--- src/rtl/nand_seq_pkg.sv ---
package nand_seq_pkg;
   localparam logic [7:0] OP_ERS_SETUP = 8'h60;
   localparam logic [7:0] OP_ERS_GO    = 8'hD0;
   localparam logic [7:0] OP_PRG_SETUP = 8'h80;
   localparam logic [7:0] OP_PRG_GO    = 8'h10;
   localparam logic [7:0] OP_STATUS    = 8'h70;
   localparam logic [7:0] OP_ABORT     = 8'hFF;
   localparam logic [7:0] OP_IDENT     = 8'h90;

   typedef enum logic [2:0] {
      SQ_IDLE, SQ_ERS_ADDR, SQ_ERS_WAIT, SQ_PRG_LOAD, SQ_ID_ADDR
   } seq_state_t;

   typedef enum logic [1:0] {
      RD_NONE, RD_STATUS, RD_IDENT
   } rd_mode_t;

   function automatic logic [7:0] ident_byte(input int unsigned i);
      case (i)
         0:       return 8'hEC;
         1:       return 8'h79;
         2:       return 8'hA5;
         default: return 8'hC0;
      endcase
   endfunction
endpackage

--- src/rtl/nand_busy_timer.sv ---
module nand_busy_timer #(
   parameter int CNT_W = 16
) (
   input  logic             clk,
   input  logic             rst_n,
   input  logic             load,
   input  logic             abort,
   input  logic [CNT_W-1:0] len,
   output logic             busy,
   output logic             done
);
   localparam logic [CNT_W-1:0] ONE = CNT_W'(1);

   logic [CNT_W-1:0] cnt;

   if (CNT_W < 1) begin : g_bad_w
      $error("CNT_W must be at least 1");
   end

   assign done = busy && (cnt == ONE) && !abort;

   always_ff @(posedge clk or negedge rst_n) begin
      if (!rst_n) begin
         busy <= 1'b0;
         cnt  <= '0;
      end else if (abort) begin
         busy <= 1'b0;
         cnt  <= '0;
      end else if (load) begin
         busy <= 1'b1;
         cnt  <= (len == '0) ? ONE : len;
      end else if (busy) begin
         if (cnt == ONE) busy <= 1'b0;
         else            cnt  <= cnt - 1'b1;
      end
   end


   busy_hold_chk: assert property (@(posedge clk) disable iff (!rst_n)
      (busy && (cnt != ONE) && !abort) |=> busy);


   abort_clear_chk: assert property (@(posedge clk) disable iff (!rst_n)
      abort |=> !busy);
endmodule

--- src/rtl/nand_id_table.sv ---
module nand_id_table
   import nand_seq_pkg::*;
#(
   parameter int ID_BYTES = 4,
   parameter bit WRAP     = 1'b1
) (
   input  logic       clk,
   input  logic       rst_n,
   input  logic       start,
   input  logic       advance,
   output logic [7:0] byte_o
);
   localparam int IDX_W = (ID_BYTES > 1) ? $clog2(ID_BYTES) : 1;
   localparam logic [IDX_W-1:0] LAST = IDX_W'(ID_BYTES - 1);

   logic [IDX_W-1:0] idx;
   logic [IDX_W-1:0] nxt;

   if (ID_BYTES < 1 || ID_BYTES > 4) begin : g_bad_len
      $error("ID_BYTES must be 1 to 4");
   end

   if (WRAP) begin : g_wrap
      assign nxt = (idx == LAST) ? '0 : idx + 1'b1;
   end else begin : g_hold
      assign nxt = (idx == LAST) ? idx : idx + 1'b1;
   end

   assign byte_o = ident_byte(int'(idx));

   always_ff @(posedge clk or negedge rst_n) begin
      if (!rst_n)       idx <= '0;
      else if (start)   idx <= '0;
      else if (advance) idx <= nxt;
   end


   id_first_chk: assert property (@(posedge clk) disable iff (!rst_n)
      start |=> (byte_o == 8'hEC));
endmodule

--- src/rtl/nand_status_bits.sv ---
module nand_status_bits (
   input  logic       clk,
   input  logic       rst_n,
   input  logic       clear,
   input  logic       done,
   input  logic       op_fail,
   input  logic       refuse,
   input  logic       wp_n,
   input  logic       ready,
   output logic [7:0] status_o
);
   logic fail_q;

   assign status_o = {wp_n, ready, 5'b0, fail_q};

   always_ff @(posedge clk or negedge rst_n) begin
      if (!rst_n)      fail_q <= 1'b0;
      else if (clear)  fail_q <= 1'b0;
      else if (done)   fail_q <= op_fail;
      else if (refuse) fail_q <= 1'b1;
   end


   fail_sample_chk: assert property (@(posedge clk) disable iff (!rst_n)
      (done && !clear) |=> (status_o[0] == $past(op_fail)));
endmodule

--- src/rtl/nand_cmd_seq.sv ---
module nand_cmd_seq
   import nand_seq_pkg::*;
#(
   parameter int CNT_W          = 16,
   parameter int MAX_PLANES     = 4,
   parameter int ERASE_ADDR_CYC = 3,
   parameter int ID_BYTES       = 4,
   parameter bit ID_WRAP        = 1'b1
) (
   input  logic             clk,
   input  logic             rst_n,
   input  logic             cmd_we,
   input  logic             addr_we,
   input  logic             data_we,
   input  logic             rd_strobe,
   input  logic [7:0]       bus_in,
   input  logic             wp_n,
   input  logic             op_fail,
   input  logic [CNT_W-1:0] busy_len,
   output logic             rb_n,
   output logic             rd_valid,
   output logic [7:0]       rd_data
);
   localparam int PLANE_W = $clog2(MAX_PLANES + 1);
   localparam int ACYC_W  = $clog2(ERASE_ADDR_CYC + 1);
   localparam logic [PLANE_W-1:0] PLANE_MAX = PLANE_W'(MAX_PLANES);
   localparam logic [ACYC_W-1:0]  ACYC_LAST = ACYC_W'(ERASE_ADDR_CYC - 1);

   if (MAX_PLANES < 1) begin : g_bad_planes
      $error("MAX_PLANES must be at least 1");
   end
   if (ERASE_ADDR_CYC < 1) begin : g_bad_acyc
      $error("ERASE_ADDR_CYC must be at least 1");
   end

   seq_state_t         state;
   rd_mode_t           rmode;
   logic [ACYC_W-1:0]  acnt;
   logic [PLANE_W-1:0] planes;
   logic               prg_data;
   logic               busy, done;
   logic               abort, ers_conf, prg_conf, start_op, refuse;
   logic               id_start, id_adv;
   logic [7:0]         id_byte_w, status_w;

   assign abort    = cmd_we && (bus_in == OP_ABORT);
   assign ers_conf = cmd_we && !busy && (bus_in == OP_ERS_GO) && (state == SQ_ERS_WAIT);
   assign prg_conf = cmd_we && !busy && (bus_in == OP_PRG_GO) && (state == SQ_PRG_LOAD) && prg_data;
   assign start_op = (ers_conf || prg_conf) && wp_n;
   assign refuse   = (ers_conf || prg_conf) && !wp_n;
   assign id_start = addr_we && !busy && (state == SQ_ID_ADDR);
   assign id_adv   = rd_strobe && (rmode == RD_IDENT);
   assign rb_n     = !busy;

   nand_busy_timer #(.CNT_W(CNT_W)) u_timer (
      .clk(clk), .rst_n(rst_n), .load(start_op), .abort(abort),
      .len(busy_len), .busy(busy), .done(done)
   );

   nand_id_table #(.ID_BYTES(ID_BYTES), .WRAP(ID_WRAP)) u_ident (
      .clk(clk), .rst_n(rst_n), .start(id_start), .advance(id_adv),
      .byte_o(id_byte_w)
   );

   nand_status_bits u_status (
      .clk(clk), .rst_n(rst_n), .clear(abort), .done(done),
      .op_fail(op_fail), .refuse(refuse), .wp_n(wp_n), .ready(!busy),
      .status_o(status_w)
   );

   always_ff @(posedge clk or negedge rst_n) begin
      if (!rst_n) begin
         state    <= SQ_IDLE;
         rmode    <= RD_NONE;
         acnt     <= '0;
         planes   <= '0;
         prg_data <= 1'b0;
      end else if (cmd_we) begin
         if (bus_in == OP_ABORT) begin
            state    <= SQ_IDLE;
            rmode    <= RD_NONE;
            acnt     <= '0;
            planes   <= '0;
            prg_data <= 1'b0;
         end else if (bus_in == OP_STATUS) begin
            rmode <= RD_STATUS;
         end else if (!busy) begin
            case (bus_in)
               OP_ERS_SETUP: begin
                  if (state != SQ_ERS_WAIT) begin
                     state  <= SQ_ERS_ADDR;
                     planes <= PLANE_W'(1);
                     acnt   <= '0;
                  end else if (planes < PLANE_MAX) begin
                     state  <= SQ_ERS_ADDR;
                     planes <= planes + 1'b1;
                     acnt   <= '0;
                  end
               end
               OP_PRG_SETUP: begin
                  state    <= SQ_PRG_LOAD;
                  prg_data <= 1'b0;
               end
               OP_IDENT: state <= SQ_ID_ADDR;
               default:  state <= SQ_IDLE;
            endcase
         end
      end else if (addr_we && !busy) begin
         if (state == SQ_ERS_ADDR) begin
            acnt <= acnt + 1'b1;
            if (acnt == ACYC_LAST) state <= SQ_ERS_WAIT;
         end else if (state == SQ_ID_ADDR) begin
            rmode <= RD_IDENT;
            state <= SQ_IDLE;
         end
      end else if (data_we && !busy && (state == SQ_PRG_LOAD)) begin
         prg_data <= 1'b1;
      end
   end

   always_ff @(posedge clk or negedge rst_n) begin
      if (!rst_n) begin
         rd_valid <= 1'b0;
         rd_data  <= '0;
      end else begin
         rd_valid <= rd_strobe;
         if (rd_strobe) begin
            case (rmode)
               RD_STATUS: rd_data <= status_w;
               RD_IDENT:  rd_data <= id_byte_w;
               default:   rd_data <= 8'h00;
            endcase
         end
      end
   end


   rb_fall_chk: assert property (@(posedge clk) disable iff (!rst_n)
      $fell(rb_n) |-> $past(cmd_we && ((bus_in == OP_ERS_GO) || (bus_in == OP_PRG_GO))));


   wp_block_chk: assert property (@(posedge clk) disable iff (!rst_n)
      (cmd_we && !wp_n && rb_n) |=> rb_n);


   busy_idle_chk: assert property (@(posedge clk) disable iff (!rst_n)
      (!rb_n && !abort) |=> (state == SQ_IDLE));


   rd_resp_chk: assert property (@(posedge clk) disable iff (!rst_n)
      rd_valid |-> $past(rd_strobe));


   abort_ready_chk: assert property (@(posedge clk) disable iff (!rst_n)
      abort |=> rb_n);
endmodule

--- config.mk ---
export PLATFORM = sky130hd
export DESIGN_NAME = nand_cmd_seq
export DESIGN_NICKNAME = d
export VERILOG_FILES = /design/src/rtl/nand_seq_pkg.sv /design/src/rtl/nand_busy_timer.sv /design/src/rtl/nand_id_table.sv /design/src/rtl/nand_status_bits.sv /design/src/rtl/nand_cmd_seq.sv
export SDC_FILE = /design/constraint.sdc
export NUM_CORES = 1
export LEC_CHECK = 0
export BUFFER_PORTS_ARGS = -buffer_cell sky130_fd_sc_hd__clkbuf_2
export CAP_MARGIN = 10
export CELL_PAD_IN_SITES_DETAIL_PLACEMENT = 0
export CELL_PAD_IN_SITES_GLOBAL_PLACEMENT = 2
export CORE_ASPECT_RATIO = 1.2
export CORE_UTILIZATION = 35
export CTS_CLUSTER_DIAMETER = 150
export DETAILED_ROUTE_END_ITERATION = 8
export PLACE_DENSITY = 0.85
export SLEW_MARGIN = 10
export SYNTH_ARGS = -nofsm -noshare
export SYNTH_HDL_FRONTEND = slang
export SYNTH_HIERARCHICAL = 1
export SYNTH_SLANG_ARGS = --single-unit
--- constraint.sdc ---
create_clock -name clk -period 2.83 [get_ports clk]
set_clock_uncertainty 0.15 [all_clocks]
set_input_delay 0.1415 -clock clk [delete_from_list [all_inputs] [get_ports clk]]
set_output_delay 0.1415 -clock clk [all_outputs]
set_load 0.005 [all_outputs]
* Yosys cells after proc, flatten, opt, wreduce, memory -nomap -nowiden
Cells that the tools add are included.
Word-level totals: flip-flop bits (word level) 40, input port bits 32, output and inout bits 10, logic and storage cells 142
Cells by class: add/sub/neg operators 4, order comparisons 1, equal/unequal tests 32, muxes and demuxes 56, reductions and logical operators 38
Operators with widths (count):
- $mux W16 | 5
- $mux W3 | 16
- $mux W2 | 18
- $eq A8 B8 Y1 const B | 4
- $pmux W8 S3 | 1
- $eq A16 B1 Y1 const B | 1
- $eq A8 B7 Y1 const B | 2
- $logic_and A1 B1 Y1 | 16
- $logic_not A16 Y1 | 1
- $pmux W8 S2 | 1
- $sub A16 B1 Y16 const B | 1
- $mux W1 | 14
- $reduce_and A6 Y1 | 2
- $reduce_bool A2 Y1 | 6
- $reduce_bool A3 Y1 | 4
- $reduce_and A5 Y1 | 2
- $ne A3 B1 Y1 const B | 3
- $ne A3 B2 Y1 const B | 3
- $pmux W3 S3 | 1
- $eq A2 B2 Y1 const B | 4
- $eq A8 B5 Y1 const B | 1
- $ne A2 B2 Y1 const B | 4
- $eq A3 B2 Y1 const B | 2
- $ne A3 B3 Y1 const B | 2
- other kinds (13) | 17

* Depth between registers and ports, before layout
depth in word-level cells 10, gate-level depth with buffers 9, gate-level depth less buffers 8

* Cells and area by module
Netlist, hierarchy kept.
By module, submodules not included:
- nand_cmd_seq | instances 1, cells an instance 137, area each 1280.0 sq um, sequential area each 500.5 sq um
- nand_busy_timer | instances 1, cells an instance 143, area each 1233.7 sq um, sequential area each 425.4 sq um
- nand_id_table | instances 1, cells an instance 23, area each 201.4 sq um, sequential area each 50.0 sq um
- nand_status_bits | instances 1, cells an instance 13, area each 122.6 sq um, sequential area each 25.0 sq um

* Least setup slack after synthesis
Ideal clock, no wire load.
kind register to register, start register u_timer.busy, end register u_timer.cnt[6], library setup time 0.072 ns, arrival time 2.398 ns, required time 2.608 ns, setup slack 0.209 ns, stages on the path, launching flop included 8, path buffers 1, period minus slack after synthesis 2.621 ns, cell sequence dfrtp_1 > nand2b_1 > or4b_1 > nor4b_1 > inv_1 > clkbuf_1 > a41o_1 > nor2_1
Between the ends: word-level cells in the longest chain between the ends 9, elaborated cells between the ends (all ways) 14, classes of those cells eq/ne (1); mux (2); reduce/logical (11)
RTL lines:
- start: declaration | line nand_busy_timer.sv:9 | output logic busy,
- start signal: assignment | line nand_busy_timer.sv:24 | busy <= 1'b0;
- start signal: assignment | line nand_busy_timer.sv:27 | busy <= 1'b0;
- start signal: assignment | line nand_busy_timer.sv:30 | busy <= 1'b1;
- $logic_not A1 Y1 * | line nand_cmd_seq.sv:47, nand_cmd_seq.sv:48
- $logic_and A1 B1 Y1 * | line nand_cmd_seq.sv:47, nand_cmd_seq.sv:48
- $logic_and A1 B1 Y1 (3 in series) | line nand_cmd_seq.sv:48 | assign prg_conf = cmd_we && !busy && (bus_in == OP_PRG_GO) && (state == SQ_PRG_LOAD) && prg_data;
- $logic_or A1 B1 Y1 * | line nand_cmd_seq.sv:49 | assign start_op = (ers_conf || prg_conf) && wp_n;
- $logic_and A1 B1 Y1 * | line nand_cmd_seq.sv:49
- named net start_op | line nand_cmd_seq.sv:42 | logic abort, ers_conf, prg_conf, start_op, refuse;
- $ne A3 B2 Y1 (no source line), or another cell as far along
- $reduce_and A2 Y1 (no source line) or $mux W16 (tied branches)
- end signal: assignment | line nand_busy_timer.sv:31 | cnt <= (len == '0) ? ONE : len;
- end signal: assignment | line nand_busy_timer.sv:34 | else cnt <= cnt - 1'b1;
- end: declaration | line nand_busy_timer.sv:14 | logic [CNT_W-1:0] cnt;
The timed path passes the listed nets; every way through them passes the cells marked *. A chain may end at the register's enable or synchronous reset.

* Worst setup path in the final report
start register u_timer.busy, end register u_timer.cnt[12]
The elaborated chain is that of the path after synthesis.

==> impl.org <==
** STA
- At the pin with the least slew margin, the transition time is 0.6965 ns.
- Setup TNS :: 0 ns
- Final period demand of the worst path :: 2.393 ns
- Setup violations remaining at the end of the flow were counted as 0.
- RSZ-0062 raised after global routing :: false
- Across all hold checks on the routed design, the worst slack comes to 0.01067 ns.
- The number of max-slew violations in the final report was 0.
- Highest achievable clock rate :: 0.4179 GHz
- Final Cycle Share :: 84.56%
- Rel. slew slack :: 53.56%
- The number of endpoints with negative hold slack in the final report is 0.

** CTS
- CTS buffer count :: 5
- TritonCTS built the clock tree.
- Clock insertion delay at the later pin of the skew report :: 0.29 ns
- Root buf cell :: sky130_fd_sc_hd__clkbuf_8
- In this run the number of H-tree levels came out at 2.
- After clock tree synthesis, the clock-pin slew on the worst setup and hold paths is 0.08 ns.
- Number of gates resized after CTS :: 0
- Clock sink count :: 40
- Post-CTS timing repair inserted 0 buffers for setup.
- Maximum root-to-sink buffer count :: 2

** Floorplan
- For this design the top-level I/O count stands at 42.
- The initialized floorplan defines 35 standard-cell rows.
- Once the floorplan was initialized, standard cells occupied 36.61% of the core.
- In this run the vertical extent of the chip is 100.6 um.
- The die covers 0.008473 mm^2.
- Core box area :: 0.007751 mm^2
- Measured along the x axis, the die boundary spans 84.20 um.

** Critical path
- The endpoint identified for the worst register-to-register timing path is u_timer/cnt[12].
- CP Data Required Time :: 2.83 ns
- Critical Path Source :: u_timer/busy
- The worst setup path is captured at a register.
- Timing endpoint of the critical path :: u_timer/cnt[12]
- In this run the critical register-to-register path is launched from u_timer/busy.
- Classification of the worst setup path :: register to register
- CP Max Fanout :: 13
- The worst setup path is launched from a register.
- For the worst flop-to-flop path, the logic depth is 7.
- For flop-to-flop paths, the worst setup slack is 0.44 ns.
- Data on the critical path arrives at its endpoint at 2.39 ns.

** Outcome
- Failing checks :: DRC
- The run finished, with violations left.

** Global route
- Global routing usage summed across all routing layers :: 18.65%
- The number of antenna violations at the first check in global routing was 0.
- Leftover overflow at the end of global routing :: 0
- The first global-routing pass estimated 12730 um of wire.
- The number of global-route vias before repair is 2569.
- Entering global routing, the biggest net connects 41 pins.

** Layout
- Fill cells in the final layout number 778.
- 0 antenna diodes ended up in the layout.
- Once layout is complete, the cells apart from fillers number 453.
- Util after Layout :: 42.78%
- In the final design database the tool counted 405 nets.
- The post-route netlist has 21.61% of its cells at a drive strength greater than 1.
- The area growth from synthesis to layout is 16.84%.

** Detailed routing
- Via/cell ratio :: 5.817
- Count of unresolved DRC violations after routing :: 6
- Drt pass-1 iters :: 7
- Routed Wire Length :: 7325 um
- Summing over every cut layer, the via total after detailed routing is 2635.
- Antenna viol nets, final :: 0
- In this run, the number of DRC markers left after iteration 0 of detailed routing was 115.
- Dividing the detail-routed wire length by the instance count gives 16.17 um.

** Yosys
- Most common cell in the netlist :: sky130_fd_sc_hd__dfrtp_1
- After synthesis the netlist holds a flip-flop and latch count of 40.
- Synth cell count leaders :: 40 x sky130_fd_sc_hd__dfrtp_1, 25 x sky130_fd_sc_hd__inv_1, 25 x sky130_fd_sc_hd__nor2_1
- Mapped cell area :: 0.002838 mm^2
- Synthesis produced a netlist whose cell count is 316.
- Cell taking the most area after synthesis :: sky130_fd_sc_hd__dfrtp_1
- Synth unique cells :: 71
- After synthesis, the share of flip-flops with an asynchronous set or reset is 100.0%.
- Synth top area share :: 35.27%
- Sequential element share of the synthesized area :: 35.27%
- Syn_area_per_cell :: 8.980 um^2
- Synth area leaders :: sky130_fd_sc_hd__dfrtp_1 35%, sky130_fd_sc_hd__ha_1 5.3%, sky130_fd_sc_hd__inv_1 3.3%
- Number of warning messages in the yosys log :: 6
- Number of synthesized flops with an enable pin :: 0
- The most used flip-flop cell after synthesis is sky130_fd_sc_hd__dfrtp_1.

** Pwr
- For this design the static power due to leakage is 0.001333 uW.
- The design draws 1171 uW.
- Maximum vdd ir drop :: 0.1653 mV
- Power density of the placed cells :: 353.1 mW/mm^2

** Hold path
- The min-delay analysis places its worst path in the category input pin to register.

** Placed design
- Final RePlAce weighted congestion :: 0.7939
- Half-perimeter wire length after detailed placement :: 5194 um
- Placed Instances :: 435
- Buffers added on ports :: 41

** Run
- Total of max-cap violations :: 0
## layout make-up
type	instances	area, um^2	share of cell area [%]
Timing Repair Buffer	59	377.9	11.40
Sequential cell	40	1001	30.19
Inverter	25	93.84	2.830
Tap cell	92	115.1	3.472
Clock buffer	7	96.34	2.906
Multi-Input combinational cell	230	1632	49.21
## worst min path at each step
stage / start / endpoint / cells past startpoint
2_1_floorplan: rst_n / acnt[0] / 0
3_3_place_gp: rst_n / acnt[0] / 1
3_5_place_dp: rst_n / acnt[0] / 1
4_1_cts: busy_len[11] / u_timer/cnt[11] / 3
5_1_grt: busy_len[11] / u_timer/cnt[11] / 3
6_report: busy_len[11] / u_timer/cnt[11] / 3
## cells in the final DEF, fill, tap and decap left out, types with 5 or more instances in the layout
master / instances
sky130_fd_sc_hd__clkbuf_2: 41
sky130_fd_sc_hd__dfrtp_1: 40
sky130_fd_sc_hd__inv_1: 25
sky130_fd_sc_hd__nor2_1: 25
sky130_fd_sc_hd__ha_1: 12
sky130_fd_sc_hd__nor4_1: 10
sky130_fd_sc_hd__a21oi_1: 10
sky130_fd_sc_hd__nand4_1: 10
sky130_fd_sc_hd__dlygate4sd3_1: 10
sky130_fd_sc_hd__nand2_1: 9
sky130_fd_sc_hd__nor3_1: 9
sky130_fd_sc_hd__a22oi_1: 8
sky130_fd_sc_hd__o22ai_1: 8
sky130_fd_sc_hd__o21ai_0: 8
sky130_fd_sc_hd__a311oi_1: 8
sky130_fd_sc_hd__clkbuf_8: 7
sky130_fd_sc_hd__buf_4: 7
sky130_fd_sc_hd__nand3_1: 6
sky130_fd_sc_hd__nor3b_1: 6
sky130_fd_sc_hd__or4_1: 6
sky130_fd_sc_hd__conb_1: 6
sky130_fd_sc_hd__or3_1: 5
## worst max-delay path, stage by stage (launching register included)
cell and delay (ns):
sky130_fd_sc_hd__dfrtp_1 0.37, sky130_fd_sc_hd__nand2b_1 0.17, sky130_fd_sc_hd__or4b_1 0.51, sky130_fd_sc_hd__nor4b_2 0.28, sky130_fd_sc_hd__inv_1 0.26, sky130_fd_sc_hd__and4_1 0.23, sky130_fd_sc_hd__a32oi_1 0.19, sky130_fd_sc_hd__a21oi_1 0.09
## routing by layer
layer / track usage, % / share of wire [%]
met5: 0 / 0
met4: 5.040 / 1.0
met3: 2.211 / 4.1
met2: 32.22 / 49
met1: 24.72 / 46
## power by group
part / internal, uW / switching (uW) / total [uW]
combinational: 64.9 / 73.7 / 139
sequential: 589 / 25.3 / 615
clock: 217 / 200 / 418
## stage by stage
| stage | setup WS [ns] | instance area (um^2) |
|---|---|---|
| after CTS | 0.4233 | 3296 |
| after global routing | 0.1453 | 3316 |
| after global placement | 0.4803 | 3099 |
| after floorplan | 0.2092 | 2853 |
| final | 0.4371 | 3316 |
| after detailed placement | 0.4400 | 3099 |
## registers in the layout, summed over array words and instances, names as in the netlist
signal,flops
u_ident/idx,2
state,3
rd_valid,1
acnt,2
u_status/fail_q,1
u_timer/busy,1
u_timer/cnt,16
planes,3
rd_data,8
rmode,2
prg_data,1
## timing repair
item / 4_1_cts / 5_1_grt
hold buffers: 10 / 0
endpoints found under the hold margin: 49 / 0
setup endpoints to repair: 0 / 0
## cells by family (layout without fill, tap and decap cells)
kind of cell / Yosys count / count (layout) / share of synthesized area (%)
AND/OR/NAND/NOR: 130 / 130 / 29.72
flip-flops: 40 / 40 / 35.27
adder cells (fa/ha/maj): 12 / 12 / 5.291
AO/OA/AOI/OAI: 77 / 77 / 19.58
multiplexers: 5 / 5 / 1.896
other: 2 / 6 / 0.2646
buffers and inverters: 50 / 91 / 7.981
No activity file was read; power rests on OpenSTA's default activity.
